[config.mk]
export PLATFORM = sky130hd
export DESIGN_NAME = rstseq_ctrl
export DESIGN_NICKNAME = d
export VERILOG_FILES = /design/src/rtl/rstseq_pkg.sv /design/src/rtl/rstseq_pin_qual.sv /design/src/rtl/rstseq_fsm.sv /design/src/rtl/rstseq_mode.sv /design/src/rtl/rstseq_ctrl.sv
export SDC_FILE = /design/constraint.sdc
export NUM_CORES = 1
export LEC_CHECK = 0
export BUFFER_PORTS_ARGS = -buffer_cell sky130_fd_sc_hd__clkbuf_2
export CORE_AREA = 2 2 39 41
export CTS_CLUSTER_SIZE = 20
export DETAILED_ROUTE_END_ITERATION = 7
export DIE_AREA = 0 0 41 43
export GPL_ROUTABILITY_DRIVEN = 0
export PLACE_DENSITY = 0.64
export SKIP_CTS_REPAIR_TIMING = 1
export SYNTH_ARGS = -nofsm -noshare
export SYNTH_HDL_FRONTEND = slang
export SYNTH_HIERARCHICAL = 1
export SYNTH_SLANG_ARGS = --single-unit
[constraint.sdc]
create_clock -name clk -period 2.1 [get_ports clk]
set_input_delay 0.315 -clock clk [delete_from_list [all_inputs] [get_ports clk]]
set_output_delay 0.315 -clock clk [all_outputs]
set_load 0.02 [all_outputs]
[src/rtl/rstseq_pkg.sv]
package rstseq_pkg;

    typedef enum logic [1:0] {
        SQ_IDLE = 2'd0,
        SQ_HOLD = 2'd1,
        SQ_ERST = 2'd2,
        SQ_LOAD = 2'd3
    } seq_state_e;

    typedef struct packed {
        logic hw;
        logic ee;
        logic ld;
    } seq_pulse_t;

    function automatic int cnt_width(input int limit);
        return (limit < 2) ? 1 : $clog2(limit + 1);
    endfunction

endpackage

[src/rtl/rstseq_pin_qual.sv]
module rstseq_pin_qual
    import rstseq_pkg::*;
#(
    parameter int MIN_PW = 4
) (
    input  logic clk,
    input  logic rst,
    input  logic rst_pin,
    input  logic pwr_good,
    output logic hit_o
);
    localparam int CNT_W = cnt_width(MIN_PW);
    localparam logic [CNT_W-1:0] LAST = CNT_W'(MIN_PW - 1);
    localparam logic [CNT_W-1:0] SAT  = CNT_W'(MIN_PW);

    logic             active;
    logic [CNT_W-1:0] run_cnt;

    assign active = rst_pin && pwr_good;
    assign hit_o  = active && (run_cnt == LAST);

    always_ff @(posedge clk) begin
        if (rst) begin
            run_cnt <= '0;
        end else if (!active) begin
            run_cnt <= '0;
        end else if (run_cnt != SAT) begin
            run_cnt <= run_cnt + 1'b1;
        end
    end
endmodule

[src/rtl/rstseq_fsm.sv]
module rstseq_fsm
    import rstseq_pkg::*;
(
    input  logic       clk,
    input  logic       rst,
    input  logic       hit,
    input  logic       rst_pin,
    input  logic       ld_done,
    input  logic       ld_crc_ok,
    output seq_pulse_t pulses_o
);
    seq_state_e state;

    always_ff @(posedge clk) begin
        if (rst) begin
            state    <= SQ_IDLE;
            pulses_o <= '0;
        end else begin
            pulses_o <= '0;
            if (hit) begin
                state       <= SQ_HOLD;
                pulses_o.hw <= 1'b1;
            end else begin
                case (state)
                    SQ_HOLD: begin
                        if (!rst_pin) begin
                            pulses_o.ee <= 1'b1;
                            state       <= SQ_ERST;
                        end
                    end
                    SQ_ERST: begin
                        pulses_o.ld <= 1'b1;
                        state       <= SQ_LOAD;
                    end
                    SQ_LOAD: begin
                        if (ld_done) begin
                            state       <= SQ_IDLE;
                            pulses_o.ee <= !ld_crc_ok;
                        end
                    end
                    default: state <= SQ_IDLE;
                endcase
            end
        end
    end
endmodule

[src/rtl/rstseq_mode.sv]
module rstseq_mode #(
    parameter int OFS_W    = 5,
    parameter int MODE_OFS = 'h10
) (
    input  logic             clk,
    input  logic             rst,
    input  logic             hit,
    input  logic             wr_en,
    input  logic             wr_dword,
    input  logic [OFS_W-1:0] wr_offset,
    output logic             dword_o
);
    localparam logic [OFS_W-1:0] SEL = OFS_W'(MODE_OFS);

    logic set_req;
    assign set_req = wr_en && wr_dword && (wr_offset == SEL);

    always_ff @(posedge clk) begin
        if (rst || hit) begin
            dword_o <= 1'b0;
        end else if (set_req) begin
            dword_o <= 1'b1;
        end
    end
endmodule

[src/rtl/rstseq_ctrl.sv]
module rstseq_ctrl
    import rstseq_pkg::*;
#(
    parameter int MIN_PW   = 4,
    parameter int OFS_W    = 5,
    parameter int MODE_OFS = 'h10
) (
    input  logic             clk,
    input  logic             rst,
    input  logic             rst_pin,
    input  logic             pwr_good,
    input  logic             ld_done,
    input  logic             ld_crc_ok,
    input  logic             wr_en,
    input  logic             wr_dword,
    input  logic [OFS_W-1:0] wr_offset,
    output logic             hrst_pulse,
    output logic             eerst_pulse,
    output logic             ld_start,
    output logic             dword_io
);
    logic       hit;
    seq_pulse_t pulses;

    rstseq_pin_qual #(.MIN_PW(MIN_PW)) u_qual (
        .clk(clk), .rst(rst), .rst_pin(rst_pin), .pwr_good(pwr_good), .hit_o(hit)
    );

    rstseq_fsm u_fsm (
        .clk(clk), .rst(rst), .hit(hit), .rst_pin(rst_pin),
        .ld_done(ld_done), .ld_crc_ok(ld_crc_ok), .pulses_o(pulses)
    );

    rstseq_mode #(.OFS_W(OFS_W), .MODE_OFS(MODE_OFS)) u_mode (
        .clk(clk), .rst(rst), .hit(hit), .wr_en(wr_en), .wr_dword(wr_dword),
        .wr_offset(wr_offset), .dword_o(dword_io)
    );

    assign hrst_pulse  = pulses.hw;
    assign eerst_pulse = pulses.ee;
    assign ld_start    = pulses.ld;
endmodule

==> metrics.csv, run 1 <==
metric,value,unit
Worst Clk Skew,0.00170,ns
Ys Warns,6,
"Req. time, crit path",2.26,ns
vias in the first global route,378,
synthesized net count,67,
"Avg Cell Area, Syn",9.83,µm²
FILL cells,148,
Pwr Density,662,nW/µm²
Layout Nets,88,
Setup CP Type,flip-flop to flip-flop,
vias per cell,4.94,
routed vias,415,
final instance area,598,µm²
CTS Buf Count,3,
first-pass GRT wire length,1.34,mm
starting density of the core,34.1,%
Post-Route Setup TNS,0,ns
Layout area overhead,26.8,%
n_diodes,0,
worst min-delay path class,input pin to flip-flop,
RR Startpoint,u_qual/run_cnt[0],
"Setup violations, final",0,
initial antenna violation count,0,
CTS H-Tree Depth,1,
DP Area,572,µm²
PortBufs,16,
largest buffer count on any clock path,2,
ranking of synthesized cells by area,"dfxtp_1, ha_1, inv_1",
Synth Instances,48,
setup ws final,0.670,ns
WP data arrival,1.59,ns
Worst Hold Depth,2,
core area,1380,µm²
"Remaining Overflow, GRT",0,
Final ANT Viol Nets,0,
Final Cycle Share,68.1,%
Peak VDD IR,0.290,mV
Max Freq,699,MHz
Starting DRT DRC Count,5,
Max Fanout on Critical Path,7,
drt pass-1 iters,2,
status,finished clean,
GRT Util Overall,11.6,%
FF-to-FF End,u_fsm/state[0],
pin count of the biggest net entering global routing,8,
RSZ-0062 raised after global routing,false,
CTS tree,yes,
met1 Usage GRT,9.06,%
die height,43,µm
DR WL/cell,10.4,µm
GR peak layer,met2,
FP Rows,14,
final WL,877,µm
Die Width,41,µm
die area,1760,µm²
Netlist cell types,23,
Inst Count DP,80,
Slew headroom,81.0,%
Post-route DRC,0,
Final Non-Filler Cells,84,
share of cells above drive strength 1,35.3,%
CP Capture Type,flip-flop,
"Hold Violations, Final",0,
sequential cell area,180,µm²
top cell type's share of synthesized area,38.2,%
"most common cell after layout, fill and taps aside",clkbuf_2,
leakage,0.280,nW
biggest area consumer among synthesized cells,dfxtp_1,
Sink Count,9,
Final HPWL DP,715,µm
"flops & latches, synth",9,
r2r setup slk,0.67,ns
"Slew Viols, Final",0,
"Min Clock Period, post-route",1.43,ns
Critical Path Source Type,flip-flop,
total of max-cap violations,0,
"CTS clk-pin slew, worst paths",0.06,ns
Synth Cell Area,472,µm²
"commonest non-fill, non-tap cells in the layout","clkbuf_2, dfxtp_1, inv_1",
Hold EP,u_fsm/pulses_o[2],
GR Util met3,7.85,%
DP Worst Slack,0.678,ns
met2 Usage GRT,20.6,%
Root Driver,clkbuf_4,
"Seq/Total Area, Yosys",38.2,%
Ports,17,
HP Start,rst,
footprint of the multi-input gates,262,µm²
FF-to-FF path depth,5,
latest clock arrival within the worst-skew pair,0.26,ns
measured slew at the worst slew-check pin,0.285,ns
[where the power goes]
group          switching, mW  internal [mW]  leakage, nW
Sequential            0.0112          0.184       0.0727
Combinational         0.0340         0.0348        0.192
Clock                 0.0590         0.0731       0.0150
[cell usage after synthesis]
master / count
nor3_1: 1
nand2b_4: 1
and3_1: 2
a21bo_1: 1
ha_1: 6
nand2_1: 2
nand3_1: 2
nor3b_1: 1
dfxtp_1: 9
a311oi_1: 1
a21oi_2: 1
a21oi_1: 3
inv_1: 8
nor4_2: 1
nor4b_2: 1
a21o_1: 1
nor2b_1: 1
nand3b_1: 1
a41oi_1: 1
a32oi_1: 1
nor2_1: 1
nor3_2: 1
a211oi_1: 1
[critical path: stages (launching register included)]
cell,delay (ns)
dfxtp_1,0.37
ha_1,0.16
ha_1,0.12
and3_1,0.32
nor2_1,0.08
a311oi_1,0.28
[logic make-up after synthesis]
kind of cell    count (synthesis)  share of synthesized area [%]
fa+ha+maj                       6                           15.9
compound gates                 10                           15.9
buf+inv                         8                           6.37
simple gates                   15                           23.6
flops                           9                           38.2
[how the worst max path moves through the flow]
stage	slack, ns	startpoint	end
final	0.67	u_qual/run_cnt[0]	u_fsm/state[0]
after global placement	0.77	u_qual/run_cnt[0]	u_fsm/state[0]
after CTS	0.66	u_qual/run_cnt[0]	u_fsm/state[0]
after detailed placement	0.68	u_qual/run_cnt[0]	u_fsm/state[0]
after global routing	0.59	u_qual/run_cnt[0]	u_fsm/state[0]
after floorplan	0.83	u_qual/run_cnt[0]	u_fsm/state[0]
[state kept, by name, summed over array words and instances, names as in the netlist]
signal          flops
u_fsm/state         2
u_mode/dword_o      1
u_fsm/pulses_o      3
u_qual/run_cnt      3
[area by class of cell]
type | instances | share of cell area (%)
clock buffer | 4 | 4.39
multi-input combinational | 31 | 43.7
inverter | 8 | 5.02
sequential | 9 | 30.1
timing repair buffer | 16 | 13.4
tap | 16 | 3.35
[layer usage]
layer  wire (µm)  share of wire [%]
met1         342                 39
met2         471                 54
met3          62                7.1
met4           0                  0
met5           0                  0
[metrics by stage]
step	hold slack, ns	utilization (%)	power, mW
2_1_floorplan	0.386	-	0.242
3_3_place_gp	0.488	41.3	0.266
3_5_place_dp	0.495	41.3	0.269
4_1_cts	0.317	43.2	0.408
5_1_grt	0.326	43.2	0.423
6_report	0.330	43.2	0.396
Power figures use the tool's default switching activity.
==> run 2, diff against run 1 <==
Clock period 2.1 ns to 1.5 ns, I/O delays scaled along.
==> metrics.csv, run 2 (synthesis results as in run 1) <==
metric,value,unit
drt pass-1 iters,2,
worst hold slack,0.250,ns
CP Capture Type,flip-flop,
Max Fanout on Critical Path,7,
n_diodes,0,
total of max-cap violations,0,
routed vias,426,
final WL,970,µm
"Setup violations, final",0,
Largest regs,"u_fsm/pulses_o x3, u_qual/run_cnt x3, u_fsm/state x2",
Slew headroom,85.8,%
core area,1380,µm²
Worst Clk Skew,0.00135,ns
"CTS clk-pin slew, worst paths",0.06,ns
"Remaining Overflow, GRT",0,
"Req. time, crit path",1.67,ns
CP max stage cell,dfxtp_1,
sequential cell area,180,µm²
initial antenna violation count,0,
CTS H-Tree Depth,1,
Die Width,41,µm
Sink Count,9,
Layout Nets,89,
Final Cycle Share,91.1,%
"most used cell, CP",ha_1,
RSZ-0062 raised after global routing,false,
Layout area overhead,31.0,%
Starting DRT DRC Count,6,
Post-route DRC,0,
leakage,0.288,nW
FP Rows,14,
"commonest non-fill, non-tap cells in the layout","clkbuf_2, dfxtp_1, inv_1",
Setup CP Type,flip-flop to flip-flop,
CTS Buf Count,3,
die height,43,µm
Peak VDD IR,0.459,mV
Ports,17,
largest buffer count on any clock path,2,
share of cells above drive strength 1,40.6,%
Max Freq,732,MHz
"Slew Viols, Final",0,
first-pass GRT wire length,1.52,mm
Critical Path Source Type,flip-flop,
DR WL/cell,11.4,µm
worst stage delay on the critical path,0.37,ns
measured slew at the worst slew-check pin,0.210,ns
vias per cell,5.01,
"Hold Violations, Final",0,
status,finished clean,
latest clock arrival within the worst-skew pair,0.26,ns
Final HPWL DP,760,µm
Final Util,44.7,%
PortBufs,16,
Pwr Density,913,nW/µm²
die area,1760,µm²
Final ANT Viol Nets,0,
pin count of the biggest net entering global routing,8,
CTS tree,yes,
vias in the first global route,402,
WP data arrival,1.54,ns
starting density of the core,34.1,%
GRT Util Overall,13.5,%
FILL cells,149,
"most common cell after layout, fill and taps aside",clkbuf_2,
worst min-delay path class,input pin to flip-flop,
crit path cell chain,ha_1 > ha_1 > and3_2 > nor2_1 > a311oi_2,
Root Driver,clkbuf_4,
footprint of the multi-input gates,274,µm²
Post-Route Setup TNS,0,ns
"Min Clock Period, post-route",1.37,ns
==> run 2: worst max-delay path, delay by kind of cell (launching register included) <==
kind | cells | cell delay (ns)
compound gates | 1 | 0.27
fa+ha+maj | 2 | 0.29
flops | 1 | 0.37
simple gates | 2 | 0.35
==> run 2: stage by stage <==
stage / setup slack [ns] / power [mW] / cells / area [µm²]
global route: 0.0453 / 0.606 / 85 / 618
global placement: 0.170 / 0.372 / 81 / 579
CTS: 0.0615 / 0.572 / 85 / 606
detailed placement: 0.0616 / 0.378 / 81 / 579
floorplan: 0.231 / 0.339 / 48 / 472
finish: 0.134 / 0.564 / 85 / 618
==> run 2: report_power, final <==
group | switching [mW] | internal (mW)
logic | 0.0515 | 0.0525
clock network | 0.0835 | 0.102
registers | 0.0170 | 0.257
==> run 2: path summary, 6_finish.rpt <==
path                                          end  slack [ns]         startpoint  cells after the start
worst min-delay path            u_fsm/pulses_o[2]        0.25                rst                      2
worst min register to register  u_qual/run_cnt[1]        0.51  u_qual/run_cnt[1]                      2
worst max register to register     u_fsm/state[0]        0.13  u_qual/run_cnt[0]                      5
worst max-delay path               u_fsm/state[0]        0.13  u_qual/run_cnt[0]                      5
==> run 2: final cells by class <==
class | instances | area share (%)
clock buffer | 4 | 4.25
inverter | 8 | 4.86
multi-input combinational | 31 | 44.3
sequential | 9 | 29.1
tap | 16 | 3.24
timing repair buffer | 17 | 14.2
==> run 2: layer usage <==
metal | global-route usage [%] | wire length, µm | part of all wire [%]
met1 | 10.4 | 332 | 34
met2 | 23.4 | 543 | 56
met3 | 7.85 | 77 | 7.9
met4 | 8.00 | 18 | 1.9
met5 | 0 | 0 | 0
==> run 3, diff against run 2 <==
Settings changed: CELL_PAD_IN_SITES_DETAIL_PLACEMENT set to 0, CELL_PAD_IN_SITES_GLOBAL_PLACEMENT set to 1, CORE_AREA 2 2 39 41 to unset, CORE_UTILIZATION set to 32, DIE_AREA 0 0 41 43 to unset, MAX_ROUTING_LAYER set to met4, PLACE_DENSITY 0.64 to 0.76, SYNTH_HIERARCHICAL 1 to unset.
==> metrics.csv, run 3 <==
metric,value,unit
status,finished clean,
Max Freq,791,MHz
Sink Count,9,
r2r setup slk,0.24,ns
DR WL/cell,9.39,µm
FF-to-FF path depth,4,
ranking of synthesized cells by area,"dfxtp_1, ha_1, inv_1",
"most common cell after layout, fill and taps aside",clkbuf_2,
Worst Hold Depth,3,
Worst Clk Skew,0.00265,ns
Synth Area in Simple Gates,21.4,%
Netlist cell types,21,
synthesized net count,67,
Ys Warns,0,
Post-synth EDFFs,0,
Max Fanout on Critical Path,4,
Final ANT Viol Nets,0,
CTS H-Tree Depth,1,
DP Worst Slack,0.247,ns
"count leader, synth",dfxtp_1,
Setup CP Type,flip-flop to flip-flop,
"Min Clock Period, post-route",1.26,ns
"commonest non-fill, non-tap cells in the layout","clkbuf_2, dfxtp_1, inv_1",
"CTS clk-pin slew, worst paths",0.06,ns
die area,1560,µm²
adder-cell share of the synthesized area,16.7,%
switching share of total power,20.5,%
"Seq/Total Area, Yosys",40.1,%
vias per cell,4.61,
Final HPWL DP,657,µm
"Remaining Overflow, GRT",0,
Final Cycle Share,84.3,%
routed vias,383,
Gate power share,7.5,%
CTS Buf Count,3,
vias in the first global route,351,
final instance area,574,µm²
sequential cell area,180,µm²
FF-to-FF End,u_fsm.state[1],
largest family of logic cells by synthesized area,simple AND/OR/NAND/NOR gates,
latest clock arrival within the worst-skew pair,0.25,ns
Hold EP,u_fsm.pulses_o[1],
PortBufs,16,
Starting DRT DRC Count,9,
Synth Cell Area,449,µm²
top cell type's share of synthesized area,40.1,%
Inst Count DP,79,
xor/xnor cell area share of the yosys netlist,1.95,%
Peak VDD IR,0.476,mV
post-synthesis compound-gate area fraction,13.9,%
FP Rows,13,
Slew headroom,79.8,%
biggest area consumer among synthesized cells,dfxtp_1,
WP data arrival,1.43,ns
share of cells above drive strength 1,32.4,%
RR Startpoint,u_qual.run_cnt[0],
Layout area overhead,27.9,%
measured slew at the worst slew-check pin,0.299,ns
Ports,17,
Layout Nets,88,
GRT Util Overall,12.6,%
"Slew Viols, Final",0,
n_diodes,0,
FILL cells,139,
"Req. time, crit path",1.66,ns
worst min-delay path class,input pin to flip-flop,
Pwr Density,796,nW/µm²
die height,39.5,µm
Largest regs,"u_fsm.pulses_o x3, u_qual.run_cnt x3, u_fsm.state x2",
CTS tree,yes,
mux contribution to synthesized area,0,%
clock power share,39.3,%
first-pass GRT wire length,1.20,mm
HP Start,ld_done,
DP Area,548,µm²
RSZ-0062 raised after global routing,false,
setup ws final,0.235,ns
Critical Path Source Type,flip-flop,
Synth async-reset ratio,0,%
pin count of the biggest net entering global routing,6,
"Setup violations, final",0,
starting density of the core,34.5,%
initial antenna violation count,0,
Root Driver,clkbuf_4,
Sw Pwr,0.0938,mW
Post-Route Setup TNS,0,ns
Final Non-Filler Cells,83,
footprint of the multi-input gates,243,µm²
Power Internal,0.363,mW
"Avg Cell Area, Syn",9.36,µm²
total of max-cap violations,0,
Synth Instances,48,
CP Capture Type,flip-flop,
Post-route DRC,0,
core area,1300,µm²
"Hold Violations, Final",0,
"Primary FF master, synth",dfxtp_1,
drt pass-1 iters,4,
Die Width,39.5,µm
largest buffer count on any clock path,2,
most frequent cells after synthesis,"dfxtp_1, inv_1, ha_1",
final WL,779,µm
"flops & latches, synth",9,
leakage,0.269,nW
Seq pwr share,53.2,%
[run 3: cell count changes in the layout (fill, tap and decap cells not counted), sizes merged, moves of 2 or more]
cell and change:
and3 -2, nand2 +2, nor2 +3, nor3 -2
[run 3: logic make-up after synthesis]
logic type	Yosys count
and+or+nand+nor	16
AOI/OAI and AO/OA	9
DFF	9
buffers and inverters	7
adders and majority gates	6
xor gates and xnor gates	1
[run 3: area by class of cell]
class                   instances  share of cell area, %
multi-input cells              32                   42.3
flip-flops and latches          9                   31.4
repair buffers                 16                   13.9
clock buffers                   4                   4.58
inverters                       7                   4.58
well taps                      15                   3.27
[run 3: worst max path at each step]
stage / slack (ns) / to / depth (start not counted) / startpoint
after floorplan: 0.33 / u_fsm.state[1] / 4 / u_qual.run_cnt[0]
after global placement: 0.21 / u_fsm.state[1] / 4 / u_qual.run_cnt[0]
after detailed placement: 0.25 / u_fsm.state[1] / 4 / u_qual.run_cnt[0]
after CTS: 0.22 / u_fsm.state[1] / 4 / u_qual.run_cnt[0]
after global routing: 0.17 / u_fsm.state[1] / 4 / u_qual.run_cnt[0]
final: 0.24 / u_fsm.state[1] / 4 / u_qual.run_cnt[0]
[run 3: per-layer routing]
metal | share of wire, % | GRT usage, % | up-vias
met5 | 0 | - | -
met4 | 0 | 5.17 | 0
met3 | 8.9 | 8.52 | 0
met2 | 46 | 21.3 | 14
met1 | 45 | 10.6 | 167
li1 | - | - | 202
[run 3: per-stage QoR]
stage               total power, mW  hold WS (ns)  util, %
floorplan                     0.262         0.387        -
global placement              0.282         0.454     42.1
detailed placement            0.283         0.467     42.1
CTS                           0.466         0.229     44.1
global route                  0.478         0.260     44.1
finish                        0.457         0.237     44.1
[run 3: power groups by stage]
stage / Combinational, mW / Sequential [mW] / Clock [mW]
3_5_place_dp: 0.0348 / 0.248 / 0
6_report: 0.0341 / 0.243 / 0.180
3_3_place_gp: 0.0341 / 0.248 / 0
5_1_grt: 0.0384 / 0.243 / 0.197
4_1_cts: 0.0349 / 0.243 / 0.188
2_1_floorplan: 0.0140 / 0.249 / 0
[run 3: critical path, stage by stage (launching register included)]
cell and delay, ns:
dfxtp_1 0.33, ha_1 0.21, ha_1 0.21, a31o_2 0.24, a311oi_1 0.19
